--- config.mk ---
export PLATFORM = sky130hd
export DESIGN_NAME = memfill_dual
export DESIGN_NICKNAME = d
export VERILOG_FILES = /design/src/rtl/memfill_dual.sv
export SDC_FILE = /design/constraint.sdc
export NUM_CORES = 1
export LEC_CHECK = 0
export BUFFER_PORTS_ARGS = -buffer_cell sky130_fd_sc_hd__buf_4
export CORE_UTILIZATION = 55
export DETAILED_ROUTE_END_ITERATION = 8
export PLACE_DENSITY = 0.74
export SYNTH_ARGS = -nofsm -noshare
export SYNTH_HDL_FRONTEND = slang
export SYNTH_SLANG_ARGS = --single-unit
--- constraint.sdc ---
create_clock -name clk -period 18.75 [get_ports clk]
set_clock_uncertainty 0.15 [all_clocks]
set_input_delay 4.6875 -clock clk [delete_from_list [all_inputs] [get_ports clk]]
set_output_delay 4.6875 -clock clk [all_outputs]
set_load 0.02 [all_outputs]
--- src/rtl/memfill_dual.sv ---
module memfill_dual #(
  parameter int AW = 32
) (
  input  logic          clk,
  input  logic          rst_n,
  input  logic          cfg_we,
  input  logic [2:0]    cfg_addr,
  input  logic [31:0]   cfg_wdata,
  input  logic [2:0]    cfg_raddr,
  output logic [31:0]   cfg_rdata,
  output logic          mem_we,
  output logic [AW-1:0] mem_addr,
  output logic [3:0]    mem_be,
  output logic [31:0]   mem_wdata,
  output logic [1:0]    irq
);

  typedef enum logic {IDLE, RUN} st_t;

  function automatic logic [1:0] mod_e(input logic [3:0] v, input logic [2:0] e);
    logic [3:0] r;
    if (e == 3'd2)      r = {3'b0, v[0]};
    else if (e == 3'd4) r = {2'b0, v[1:0]};
    else if (v >= 4'd12) r = v - 4'd12;
    else if (v >= 4'd9)  r = v - 4'd9;
    else if (v >= 4'd6)  r = v - 4'd6;
    else if (v >= 4'd3)  r = v - 4'd3;
    else                 r = v;
    return r[1:0];
  endfunction

  function automatic logic [2:0] elem_size(input logic s24, input logic s32);
    return s24 ? 3'd3 : (s32 ? 3'd4 : 3'd2);
  endfunction

  st_t            st;
  logic [AW-1:0]  r_start [2];
  logic [AW-1:0]  r_end   [2];
  logic [31:0]    r_pat   [2];
  logic [1:0]     trig, fin, s24, s32;
  logic [1:0]     irq_q;

  logic           act;
  logic [AW-3:0]  word;
  logic [1:0]     ph0, lo;
  logic           first;
  logic [2:0]     esz;
  logic [AW-1:0]  wend;
  logic [31:0]    wpat;

  logic           sel;
  logic [2:0]     sel_e;
  logic [1:0]     ph0n;
  logic [AW-1:0]  nxt_el;
  logic           last;
  logic [3:0]     be;
  logic           wc;

  assign sel    = ~trig[0];
  assign sel_e  = elem_size(s24[sel], s32[sel]);
  assign wc     = cfg_addr[2];
  assign mem_we = (st == RUN);
  assign mem_addr = {word, 2'b00};
  assign mem_be = be & {4{mem_we}};
  assign irq    = irq_q;

  assign ph0n   = mod_e({2'b00, ph0} + 4'd4, esz);
  assign nxt_el = {word + 1'b1, 2'b00} - AW'(ph0n);
  assign last   = !(nxt_el < wend);

  always_comb begin
    be = '0;
    mem_wdata = '0;
    for (int l = 0; l < 4; l++) begin
      logic [1:0]    ph;
      logic [AW-1:0] el;
      ph = mod_e({2'b00, ph0} + 4'(l), esz);
      el = {word, 2'(l)} - AW'(ph);
      if ((!first || 2'(l) >= lo) && el < wend) be[l] = 1'b1;
      mem_wdata[8*l +: 8] = wpat[{ph, 3'b000} +: 8];
    end
  end

  always_comb begin
    case (cfg_raddr[1:0])
      2'd0:    cfg_rdata = 32'(r_start[cfg_raddr[2]]);
      2'd1:    cfg_rdata = 32'(r_end[cfg_raddr[2]]);
      2'd2:    cfg_rdata = r_pat[cfg_raddr[2]];
      default: cfg_rdata = {28'b0, s32[cfg_raddr[2]], s24[cfg_raddr[2]],
                            fin[cfg_raddr[2]], trig[cfg_raddr[2]]};
    endcase
  end

  always_ff @(posedge clk or negedge rst_n) begin
    if (!rst_n) begin
      st <= IDLE;
      r_start[0] <= '0; r_start[1] <= '0;
      r_end[0]   <= '0; r_end[1]   <= '0;
      r_pat[0]   <= '0; r_pat[1]   <= '0;
      trig <= '0; fin <= '0; s24 <= '0; s32 <= '0;
      irq_q <= '0;
      act <= 1'b0; word <= '0; ph0 <= '0; lo <= '0; first <= 1'b0;
      esz <= 3'd2; wend <= '0; wpat <= '0;
    end else begin
      irq_q <= '0;
      if (cfg_we) begin
        case (cfg_addr[1:0])
          2'd0: r_start[wc] <= cfg_wdata[AW-1:0];
          2'd1: r_end[wc]   <= cfg_wdata[AW-1:0];
          2'd2: r_pat[wc]   <= cfg_wdata;
          default:
            if (!trig[wc]) begin
              trig[wc] <= cfg_wdata[0];
              fin[wc]  <= fin[wc] & cfg_wdata[1];
              s24[wc]  <= cfg_wdata[2];
              s32[wc]  <= cfg_wdata[3];
            end
        endcase
      end
      case (st)
        IDLE:
          if (trig != 2'b00) begin
            if (r_start[sel] == '0) begin
              trig[sel] <= 1'b0;
              fin[sel]  <= 1'b1;
            end else if (r_end[sel] <= r_start[sel]) begin
              trig[sel]  <= 1'b0;
              fin[sel]   <= 1'b1;
              irq_q[sel] <= 1'b1;
            end else begin
              st    <= RUN;
              act   <= sel;
              word  <= r_start[sel][AW-1:2];
              lo    <= r_start[sel][1:0];
              first <= 1'b1;
              esz   <= sel_e;
              ph0   <= mod_e(4'd12 - {2'b00, r_start[sel][1:0]}, sel_e);
              wend  <= r_end[sel];
              wpat  <= r_pat[sel];
            end
          end
        default: begin
          first <= 1'b0;
          word  <= word + 1'b1;
          ph0   <= ph0n;
          if (last) begin
            st         <= IDLE;
            trig[act]  <= 1'b0;
            fin[act]   <= 1'b1;
            irq_q[act] <= 1'b1;
          end
        end
      endcase
    end
  end

endmodule

# --- Word-level counts from Yosys, hierarchy flattened ---
# Index checks and enable logic that the tools add are counted.
classes:
  bitwise: 17
  reduce_logical: 25
  mux: 130
  n_eq_ne: 10
  n_shift: 4
  addsub: 35
  magnitude_cmp: 45
op_table:
  columns: ["op", "count"]
  rows:
  - ["$mux 32", 19]
  - ["$bwmux 64", 3]
  - ["$lt 32x32->1", 5]
  - ["$sub 32x2->32", 5]
  - ["$shiftx 32x6->8", 4]
  - ["$mux 2", 61]
  - ["$mux 30", 4]
  - ["$pmux 32 s3", 1]
  - ["$demux 32 s1", 1]
  - ["$le 32x32->1", 1]
  - ["$logic_not 32->1", 1]
  - ["$mux 1", 32]
  - ["$add 30x1->30 const B", 1]
  - ["$ge 3x4->1 const B", 6]
  - ["$sub 2x1->2 const B", 12]
  - ["$sub 2x2->2 const B", 12]
  - ["$ge 4x4->1 const B", 4]
  - ["$ge 3x2->1 const B", 3]
  - ["$ge 3x3->1 const B", 3]
  - ["$bwmux 2", 4]
  - ["$ge 2x2->1 const B", 4]
  - ["$ge 2x4->1 const B", 2]
  - ["$ge 4x2->1 const B", 2]
  - ["$ge 4x3->1 const B", 2]
  - ["other kinds (33)", 74]
word_totals:
  out_inout_bits: 103
  register_bits: 306

# --- Longest topological paths before layout ---
logic_depth:
  word_depth: 17
  depth_mapped: 23

# --- Worst setup path before layout ---
# Ideal clock, no wire load.
synth_path:
  kind: "input -> output"
  startpoint: "input cfg_raddr[0]"
  endpoint: "output cfg_rdata[11]"
  cell_stages: 6
  setup_slack_ns: 7.782
  t_arrival_ns: 6.131
  path_buffers: 2
  required_time_ns: 13.913
  path_cell_list: "clkbuf_1 > clkbuf_1 > mux2i_1 > nor2_1 > a21oi_1 > a21oi_1"
synth_via:
  elab_chain_len: 2
  elab_cells_between_ends: 4
synth_lines:
  columns: ["item", "line_no", "rtl"]
  rows:
  - ["from (decl)", "9", "input logic [2:0] cfg_raddr,"]
  - ["$eq 2x2->1, or another cell as far along", "85", "case (cfg_raddr[1:0])"]
  - ["$pmux 32 s3 (*)", "85", null]
  - ["to (decl)", "10", "output logic [31:0] cfg_rdata,"]
# Mark *: on every way between the ends. The rest lies on a longest branch, timed or not.

# --- Worst setup path in the final report ---
layout_path:
  startpoint: "input cfg_raddr[1]"
  endpoint: "output cfg_rdata[9]"
# Same word-level chain as after synthesis.

==> metrics.md <==
| Metric | Value |
|---|---|
| Outcome | `finished, violations left` |
| Failing checks | `DRC` |
| Syn-to-layout area delta | `11.04%` |
| FF-to-FF setup slack | `12460 ps` |
| Die Y | `206.4 um` |
| Num ports | `between 100 and 150` |
| Gr usage total | `33.41%` |
| Adder-cell share of the synthesized area | `10.84%` |
| CP max FO | `65` |
| Max Root-Sink Buffers | `3` |
| Maximum capacitance violations | `0` |
| Hold-fix buffers at CTS | `0` |
| Nets@finish | `2700` |
| Core Area | `between 40000 and 50000 um^2` |
| Synth top cells by count | `dfrtp_1, mux2_2, nor2_1` |
| Die area | `about 43000 um^2` |
| Routability cong. | `0.9428` |
| PortBufs | `around 140` |
| Initial Util | `a little under three fifths` |
| Vias | `19457` |
| Post-DP HPWL | `a little over 50000 um` |
| First-pass GRT wire length | `approximately 110000 um` |
| Reg2Reg Depth | `18` |
| Post-Syn Instances | `around 2400` |
| Die width | `~210 um` |
| Post-Synth XOR/XNOR Area | `roughly 5.7%` |
| Worst hold slack | `roughly 380 ps` |
| Vias in the first global route | `19021` |
| Number of iterations in the first detailed-routing pass | `7` |
| CTS root buf | `clkbuf_16` |
| Worst skew pair latency | `between 500 and 600 ps` |
| CTS Sinks | `about 310` |
| Peak VDD IR | `approximately 160 uV` |
| Detail Route Antenna Nets | `0` |
| CP cell instances | `buf_4 -> nor2b_4 -> buf_4 -> a221oi_1 -> o32ai_1 -> buf_4` |
| Leak pwr | `about 11 nW` |
| Final setup viols | `0` |
| RSZ-0062 raised after global routing | `no` |
| Crit path launch type | `input pin` |
| WHS Path Cells | `2` |
| Largest family of logic cells by synthesized area | `multiplexers` |
| Compound-Gate Fraction of Synth Area | `12.22%` |
| Period utilization | `between 60 and 70%` |
| Drt drc | `14` |
| CP max-delay cell | `buf_4` |
| Fmax | `0.08363 GHz` |
| Critical Path Max Stage Delay | `approximately 600 ps` |
| Pre-CTS setup slack | `between 6000 and 7000 ps` |
| Worst slew pin tran | `approximately 1200 ps` |
| Final non-filler cell total | `approximately 3000` |
| DR iter-0 viols | `roughly 1800` |
| WL final | `around 71000 um` |
| Post-synth ARST share | `100.0%` |
| Sequential share of the synthesized area | `33.33%` |
| Worst Path Buf+Inv | `3` |
| Overflow after GRT | `0` |
| Cell family with most CP delay | `buffers and inverters` |
| Synth Cell Area | `about 23000 um^2` |
| Hold Path Sink | `first$_DFFE_PN0P_` |
| Most numerous cell in the Yosys netlist | `dfrtp_1` |
| Post-CTS Setup Bufs | `0` |
| Clock Pin Slew Worst Setup and Hold Paths | `about 60 ps` |
| CTS tree | `yes` |
| Final hold viol count | `0` |
| Distinct cells, synth | `81` |
| Resized cells post-CTS | `0` |
| Number of synthesized register bits | `approximately 310` |
| H-tree lvl count | `2` |
| DR WL/cell | `about 24 um` |
| Pwr/cell area | `approximately 190 nW/um^2` |
| Min cycle time layout | `~12000 ps` |
| Vias per std cell | `between 6 and 7` |
| Critical path class | `input pin to output pin` |
| Number of synthesized flops with an enable pin | `0` |
| Arrival @ worst endpoint | `just over 7000 ps` |
| FP Rows | `74` |
| Main synth FF type | `dfrtp_1` |
| Worst Path Required | `13910 ps` |
| Dpl cells | `2955` |
| Initial antenna violation count | `2` |
| Fin Setup TNS | `0 ps` |
| Slew headroom | `18.03%` |
| Number of buffers created by CTS | `35` |
| Share of layout cells above drive strength 1 | `approximately 21%` |
| Setup crit end kind | `output pin` |
| Worst reg2reg endpoint | `trig[0]$_DFF_PN0_` |
| Setup ws final | `~6800 ps` |
| Most used cell, CP | `buf_4` |
| Worst hold path startpoint | `first$_DFFE_PN0P_` |
| Top cells by area, synth | `dfrtp_1, mux2_2, ha_1, mux2i_1, a21oi_1` |
| Pins Over Slew Limit | `0` |
| Largest net degree at the start of global routing | `87` |
| Area leader, netlist | `dfrtp_1` |
| Mux contribution to synthesized area | `20.23%` |
| Simple-gate portion of the synthesized area | `13.96%` |
| Share of the synthesized area in the top cell type | `between 30 and 40%` |
| Ys Warns | `0` |
| Tightest Hold Check Type | `register to register` |
| Avg Inst Size Synth | `between 9 and 10 um^2` |
| Critical R2R Launch | `word[0]$_DFFE_PN0P_` |
==> worst min-delay path, cell delays in order (launching register included) <==
cell     delay, ps
dfrtp_1        360
nor2_1          50
nor2_1          80
==> metrics by stage <==
stage / power, W / utilization (%) / area [um^2]
after global routing: 0.005154 / 62.20 / 25510
after CTS: 0.004796 / 62.20 / 25510
final: 0.004822 / 62.20 / 25510
after detailed placement: 0.004092 / 59.43 / 24370
after global placement: 0.003998 / 59.43 / 24370
after floorplan: 0.003161 / - / 22980
==> power breakdown <==
group | switching, W | internal (W) | total (W)
Combinational | 0.00169 | 0.00124 | 0.00292
Sequential | 0.000341 | 0.000872 | 0.00121
Clock | 0.000278 | 0.000407 | 0.000686
==> cells by family (layout without fill, tap and decap cells) <==
kind of cell	Yosys count	in the layout
xor+xnor	149	149
buf+inv	214	298
mux	414	414
simple gates	661	661
fa+ha+maj	199	199
flops	306	306
compound gates	453	453
other cells	1	3
==> worst max-delay path by stage <==
stage                                  start             to  slack [ps]  depth (start not counted)
after floorplan                 cfg_raddr[0]  cfg_rdata[11]        7780                          6
after global placement          cfg_raddr[1]   cfg_rdata[9]        7060                          6
after detailed placement        cfg_raddr[1]   cfg_rdata[9]        7000                          6
after CTS                       cfg_raddr[1]   cfg_rdata[9]        6870                          6
after global routing      esz[1]$_DFFE_PN1P_      mem_be[0]        6380                         20
final                           cfg_raddr[1]   cfg_rdata[9]        6790                          6
==> placed cells by master (no fill, tap or decap), types with 31 or more instances in the layout <==
cell and n:
dfrtp_1 304, a211oi_1 45, xor2_1 55, mux2i_1 156
a21o_1 40, buf_4 168, inv_1 64, nor4_1 31
o21ai_0 80, clkbuf_16 36, mux2_2 242, nor3_1 37
nand4_1 41, nand2_1 179, nand3_1 48, nor2_1 211
a21oi_1 174, xnor2_1 94, ha_1 199
==> sequential cells by signal (all words and copies together), names as in the netlist, 3 cells and up <==
signal and count:
r_end 64, r_pat 64, r_start 64, wend 32, wpat 32, word 30, esz 3
==> cell type report <==
cell class / count / area [um^2]
well taps: 532 / 665.6
repair buffers: 169 / 1276
flip-flops and latches: 306 / 7662
inverters: 70 / 262.8
fillers: 3441 / 15500
clock inverters: 9 / 112.6
multi-input cells: 1878 / 14510
diodes: 1 / 2.502
clock buffers: 50 / 1023
==> routing by layer <==
metal | vias to the layer above | global-route usage [%] | part of all wire, %
met1 | 9702 | 45.24 | 43
li1 | 8835 | - | -
met2 | 754 | 52.58 | 46
met5 | - | 0 | 0.014
met3 | 164 | 3.879 | 5.9
met4 | 2 | 17.23 | 5.4
Power figures use the tool's default switching activity.
